## config.mk

```make
export PLATFORM = sky130hd
export DESIGN_NAME = lcd_seg_selector
export DESIGN_NICKNAME = d
export VERILOG_FILES = /design/src/rtl/lcd_seg_pkg.sv /design/src/rtl/seg_src_fsm.sv /design/src/rtl/seg_lane.sv /design/src/rtl/lcd_seg_selector.sv
export SDC_FILE = /design/constraint.sdc
export NUM_CORES = 1
export LEC_CHECK = 0
export ABC_AREA = 1
export BUFFER_PORTS_ARGS = -buffer_cell sky130_fd_sc_hd__buf_2
export CAP_MARGIN = 5
export CORE_AREA = 2 2 190 192
export DETAILED_ROUTE_END_ITERATION = 8
export DIE_AREA = 0 0 192 194
export SLEW_MARGIN = 20
export SYNTH_ARGS = -nofsm -noshare
export SYNTH_HDL_FRONTEND = slang
export SYNTH_HIERARCHICAL = 1
export SYNTH_SLANG_ARGS = --single-unit
```

## constraint.sdc

```tcl
create_clock -name clk -period 2.9 [get_ports clk]
set_input_delay 0 -clock clk [delete_from_list [all_inputs] [get_ports clk]]
set_output_delay 0 -clock clk [all_outputs]
set_load 0.01 [all_outputs]
```

## src/rtl/lcd_seg_pkg.sv

```systemverilog
package lcd_seg_pkg;

    typedef enum logic [1:0] {
        ST_BANK_A  = 2'd0,
        ST_BANK_B  = 2'd1,
        ST_ALL_ON  = 2'd2,
        ST_ALL_OFF = 2'd3
    } src_state_t;

endpackage

```

## src/rtl/seg_src_fsm.sv

```systemverilog
module seg_src_fsm
    import lcd_seg_pkg::*;
(
    input  logic       clk,
    input  logic       rst_n,
    input  logic       half_duty_en,
    input  logic       com_b_sel,
    input  logic       test_all_on,
    input  logic       blank_all_off,
    output src_state_t state_nx,
    output src_state_t state_q
);

    // Next-state logic: fixed override priority, then bank choice
    always_comb begin
        if (test_all_on) begin
            state_nx = ST_ALL_ON;                  // TR_TEST
        end else if (blank_all_off) begin
            state_nx = ST_ALL_OFF;                 // TR_BLANK
        end else if (half_duty_en && com_b_sel) begin
            state_nx = ST_BANK_B;                  // TR_SEL_B
        end else begin
            state_nx = ST_BANK_A;                  // TR_SEL_A
        end
    end

    // State register
    always_ff @(posedge clk or negedge rst_n) begin
        if (!rst_n) begin
            state_q <= ST_BANK_A;
        end else begin
            state_q <= state_nx;
        end
    end

endmodule

```

## src/rtl/seg_lane.sv

```systemverilog
module seg_lane (
    input  logic clk,
    input  logic rst_n,
    input  logic take_b,
    input  logic bit_a,
    input  logic bit_b,
    output logic bit_q
);

    always_ff @(posedge clk or negedge rst_n) begin
        if (!rst_n) begin
            bit_q <= 1'b0;
        end else begin
            bit_q <= take_b ? bit_b : bit_a;
        end
    end

endmodule

```

## src/rtl/lcd_seg_selector.sv

```systemverilog
module lcd_seg_selector
    import lcd_seg_pkg::*;
#(
    parameter int N = 160
) (
    input  logic         clk,
    input  logic         rst_n,
    input  logic         half_duty_en,
    input  logic         com_phase,
    input  logic         com_b_sel,
    input  logic [N-1:0] bank_a,
    input  logic [N-1:0] bank_b,
    input  logic         test_all_on,
    input  logic         blank_all_off,
    output logic [N-1:0] seg_out,
    output logic         test_all_on_thru,
    output logic         blank_all_off_thru
);

    localparam logic [N-1:0] ALL_ONES = {N{1'b1}};

    src_state_t   state_nx;
    src_state_t   state_q;
    logic         phase_q;
    logic         take_b;
    logic [N-1:0] data_q;

    seg_src_fsm u_fsm (
        .clk           (clk),
        .rst_n         (rst_n),
        .half_duty_en  (half_duty_en),
        .com_b_sel     (com_b_sel),
        .test_all_on   (test_all_on),
        .blank_all_off (blank_all_off),
        .state_nx      (state_nx),
        .state_q       (state_q)
    );

    assign take_b = (state_nx == ST_BANK_B);

    // Common phase captured on the same edge as the state
    always_ff @(posedge clk or negedge rst_n) begin
        if (!rst_n) begin
            phase_q <= 1'b0;
        end else begin
            phase_q <= com_phase;
        end
    end

    // One data flop per segment lane
    for (genvar g = 0; g < N; g++) begin : g_lane
        seg_lane u_lane (
            .clk   (clk),
            .rst_n (rst_n),
            .take_b(take_b),
            .bit_a (bank_a[g]),
            .bit_b (bank_b[g]),
            .bit_q (data_q[g])
        );
    end

    // Output process: the state chooses the effective lane data
    always_comb begin
        unique case (state_q)
            ST_ALL_ON:  seg_out = phase_q ? '0 : ALL_ONES;
            ST_ALL_OFF: seg_out = phase_q ? ALL_ONES : '0;
            ST_BANK_A,
            ST_BANK_B:  seg_out = data_q ^ (phase_q ? ALL_ONES : '0);
            default:    seg_out = '0;
        endcase
    end

    // Cascade repeats
    assign test_all_on_thru   = test_all_on;
    assign blank_all_off_thru = blank_all_off;

endmodule

```

; ---- Yosys cells after proc, flatten, opt, wreduce, memory -nomap -nowiden
; Cells that the tools add are included.
[totals]
ff_bits = 163
input_bits = 327
elab_cells = 336
[classes]
n_eq_ne = 4
mux = 166
bitwise_logic = 1
reduce_logical = 3
[op_table]
columns = cell, count
row1 = $pmux W160 S3, 1
row2 = $mux W160, 2
row3 = $mux W1, 161
row4 = $xor A160 B160 Y160, 1
row5 = $eq A2 B1 Y1 const B, 2
row6 = $eq A2 B2 Y1 const B, 2
row7 = $mux W2, 2
row8 = $logic_not A2 Y1, 1
row9 = $reduce_or A2 Y1, 1
row10 = $logic_and A1 B1 Y1, 1

; ---- Depth between registers and ports, before layout
[depth]
depth_word = 6
ltp_mapped = 7

; ---- Hierarchy
; The synthesis kept the hierarchy.
[modules_own_cells]
columns = mod, instances, cells_each, area_each_um2, seq_area_each_um2
row1 = seg_lane, 160, 5, 40.0, 25.0
row2 = lcd_seg_selector, 1, 896, 3911.3, 25.0
row3 = seg_src_fsm, 1, 6, 68.8, 50.0

; ---- Least setup slack after synthesis
; No wires, ideal clock.
[synth_timing]
kind = input -> register
start = input port half_duty_en
end = register g_lane[0].u_lane.bit_q
setup_time_ns = 0.134
t_arrival_ns = 10.117
required_time_ns = 2.766
slack_ns = -7.351
path_stages = 7
cell_sequence = nand2_1 a21oi_1 inv_1 nor2_1 inv_1 nand2_1 nand2_1
[synth_via]
elab_chain_len = 6
[synth_lines]
columns = item, line_no
row1 = start: declaration, lcd_seg_selector.sv:8  ; input logic half_duty_en,
row2 = $logic_and A1 B1 Y1, seg_src_fsm.sv:20  ; end else if (half_duty_en && com_b_sel) begin
row3 = $mux W1, seg_src_fsm.sv:20
row4 = $mux W2, seg_src_fsm.sv:18  ; end else if (blank_all_off) begin
row5 = $mux W2, seg_src_fsm.sv:16  ; if (test_all_on) begin
row6 = named net state_nx[0], lcd_seg_selector.sv:22  ; src_state_t state_nx;
row7 = $eq A2 B1 Y1, lcd_seg_selector.sv:39  ; assign take_b = (state_nx == ST_BANK_B);
row8 = named net take_b, lcd_seg_selector.sv:25  ; logic take_b;
row9 = $mux W1, seg_lane.sv:14  ; bit_q <= take_b ? bit_b : bit_a;
row10 = end signal: assignment, seg_lane.sv:14
row11 = end: declaration, seg_lane.sv:7  ; output logic bit_q
; The timed path passes the listed nets, and every way through them passes these cells.

; ---- Worst setup path in the final report
[layout_timing]
start = input port test_all_on
end = register g_lane[135].u_lane.bit_q
[layout_via]
elab_chain_len = 3
[layout_lines]
columns = item, line_no
row1 = start: declaration, lcd_seg_selector.sv:13  ; input logic test_all_on,
row2 = $mux W2, seg_src_fsm.sv:16
row3 = named net state_nx[1], lcd_seg_selector.sv:22
row4 = $eq A2 B1 Y1, lcd_seg_selector.sv:39
row5 = named net take_b, lcd_seg_selector.sv:25
row6 = $mux W1, seg_lane.sv:14
row7 = end signal: assignment, seg_lane.sv:14
row8 = end: declaration, seg_lane.sv:7
; The timed path passes the listed nets, and every way through them passes these cells.

==> flow_metrics.py <==
metrics = {
    "synthesis": {
        "syn_nets": 2029,
        "synth.area.mux_share_pct": 0,
        "ys_warn_count": 6,
        "synth_cell_type_count": 14,
        "syn_avg_cell_area_sq_um": 6.10,
        "synth_top_family_by_area": "simple AND/OR/NAND/NOR gates",
        "synth_xor_area_share_pct": 0,
        "syn_area_sq_um": 10400,
        "synth_compound_area_share_pct": 0.0482,
        "netlist_instances": 1702,
        "ys_seq_area_share_pct": 39.3,
        "synth_fa_ha_area_share_pct": 0,
        "yosys.area_share.simple_pct": 44.7,
        "ys_ff_latch": 163,
    },
    "die": {
        "start_util_pct": 29.5,
        "io_pins": 489,
        "placementRows": 69,
        "die_area_sq_um": 37200,
        "core-area_sq_um": 35200,
        "die_h_um": 194,
        "fp.dieW_um": 192,
    },
    "route": {
        "drt-met1-wl_um": 14800,
        "wl_met3_um": 2620,
        "routedWlPerCell_um": 13.0,
        "drtAntennaViolNets": 0,
        "finalWirelength_um": 38100,
        "via_count": 12800,
        "viasPerCell": 4.37,
        "drc": 0,
        "first_iter_violations": 535,
        "drt-pass1-iter-count": 5,
        "maxUsedRoutingLayer": "met4",
        "met2_length_um": 19300,
    },
    "timing": {
        "layout_min_cycle_time_ns": 2.34,
        "rsz0062_at_grt": "no",
        "hold_ws_ns": 0.158,
        "setup_tns_ns": 0,
        "finalSetupViolations": 0,
        "hold_viol": 0,
        "max_slew_margin_pct": 37.5,
        "worst_pin_slew_ns": 0.937,
        "drv_slew": 0,
        "clock.fmax_mhz": 428,
        "fin_crit_sh_pct": 80.6,
    },
    "critical_path": {
        "required_ns": 3.21,
        "crit_chain": "dlygate4sd3_1, buf_2, or2_4, nor2_4, buf_12, inv_1, nand2_1, nand2_1, dlygate4sd3_1",
        "path_class": "input pin to flop",
        "cp_slowest_cell": "dlygate4sd3_1",
        "cp_max_fo": 184,
        "crit_arrival_ns": 2.65,
        "worst_setup_path_end_kind": "flop",
        "cpPeakStageDelay_ns": 0.58,
        "cp_num_buf_inv": 5,
        "cpLargestDelayFamily": "buffers and inverters",
        "start_kind": "input pin",
    },
    "power": {
        "ir_worst_vdd_mv": 0.406,
        "seq_power_share_pct": 36.3,
        "p_per_area_nw_per_um2": 405,
        "p_leak_uw": 0.00958,
        "p_int_uw": 4890,
        "p_clk_share_pct": 35.4,
        "p_sw_share_pct": 29.5,
        "p_comb_share_pct": 28.3,
        "netSwitchingPower_uw": 2050,
        "power_uw": 6930,
    },
    "clocking": {
        "cts_buffers": 17,
        "cts_tree": "yes",
        "cts_resized": 0,
        "cts_sinks": 163,
        "clockBufferDepth": 2,
        "root_buffer": "clkbuf_16",
        "h-tree-depth": 4,
        "cts_hold_buf": 325,
        "cts.clk_slew.worst_paths_ns": 0.06,
        "postCtsSetupBuffers": 0,
    },
    "layout": {
        "layout-drive-gt1-share_pct": 22.0,
        "syn_to_final_growth_pct": 64.9,
        "diodes": 0,
        "nets": 2791,
        "final_area_sq_um": 17100,
        "postLayoutCoreUtil_pct": 48.6,
        "layout_common_cells": "800 x nand2_1, 487 x buf_2, 325 x dlygate4sd3_1, 322 x inv_1, 320 x nand3_1",
        "layout_commonest_cell": "nand2_1",
    },
    "grt": {
        "track_usage_pct": 20.3,
        "grt_antenna_before_repair": 0,
        "grt_pass1_vias": 12600,
        "grt_max_degree": 185,
        "grt_pass1_wl_um": 60000,
        "overflow": 0,
    },
    "placed_design": {
        "placed_area_sq_um": 13200,
        "place_congestion": 0.797,
        "hpwl_um": 25300,
        "port_buffers": 488,
    },
    "hold_path": {
        "min_path_type": "input pin to asynchronous set/reset pin",
    },
    "run": {
        "maxCapViolations": 0,
    },
    "status": {
        "status": "finished, final reports clean",
    },
}
==> cell type report <==
type,instances,area [sq um]
clock buffers,20,457
clock inverters,12,178
fillers,3340,18100
inverters,324,1230
multi-input cells,1127,4690
flip-flops and latches,163,4080
well taps,461,577
repair buffers,831,5920
==> stage by stage <==
step,setup WS [ns],cells
detailed placement,1.03,2581
global route,0.441,2938
global placement,1.05,2581
finish,0.563,2938
CTS,0.531,2938
floorplan,-1.02,1702
==> synth_stat cells (all sizes together) <==
cell	number	area share, %
nand2	802	29
inv	324	12
nand3	321	16
dfrtp	163	39
buf	65	3.5
clkbuf	23	0.83
nor2	2	0.072
a21oi	1	0.048
or2	1	0.060
==> power groups by stage <==
| stage | clock [uW] | combinational (uW) | sequential [uW] |
|---|---|---|---|
| after global placement | 0 | 1550 | 2550 |
| final | 2450 | 1960 | 2520 |
| after global routing | 2630 | 2180 | 2540 |
| after detailed placement | 0 | 1560 | 2560 |
| after CTS | 2540 | 1960 | 2520 |
| after floorplan | 0 | 874 | 2540 |
==> registers in the layout (all words and copies together) (netlist names) <==
name                 flops
g_lane.u_lane/bit_q    160
phase_q                  1
u_fsm/state_q            2
==> layer usage <==
metal	up-vias	global-route usage, %
met1	5758	21.3
li1	6569	-
met3	71	4.51
met4	0	9.41
met5	-	0
met2	433	37.8
==> logic make-up (layout without fill, tap and decap cells) <==
| family | Yosys count | in the layout |
|---|---|---|
| buffers and inverters | 412 | 1187 |
| and+or+nand+nor | 1126 | 1126 |
| DFF | 163 | 163 |
| AOI/OAI and AO/OA | 1 | 1 |
==> final timing paths <==
check                                                     end         from  cells after the start  slack (ns)
max                        g_lane[135].u_lane/bit_q$_DFF_PN0_  test_all_on                      9        0.56
max in group asynchronous  g_lane[135].u_lane/bit_q$_DFF_PN0_        rst_n                      3        1.94
min                         g_lane[71].u_lane/bit_q$_DFF_PN0_        rst_n                      2        0.16
min in group clk                            phase_q$_DFF_PN0_    com_phase                      2        0.22
(Power assumes the default switching activity.)
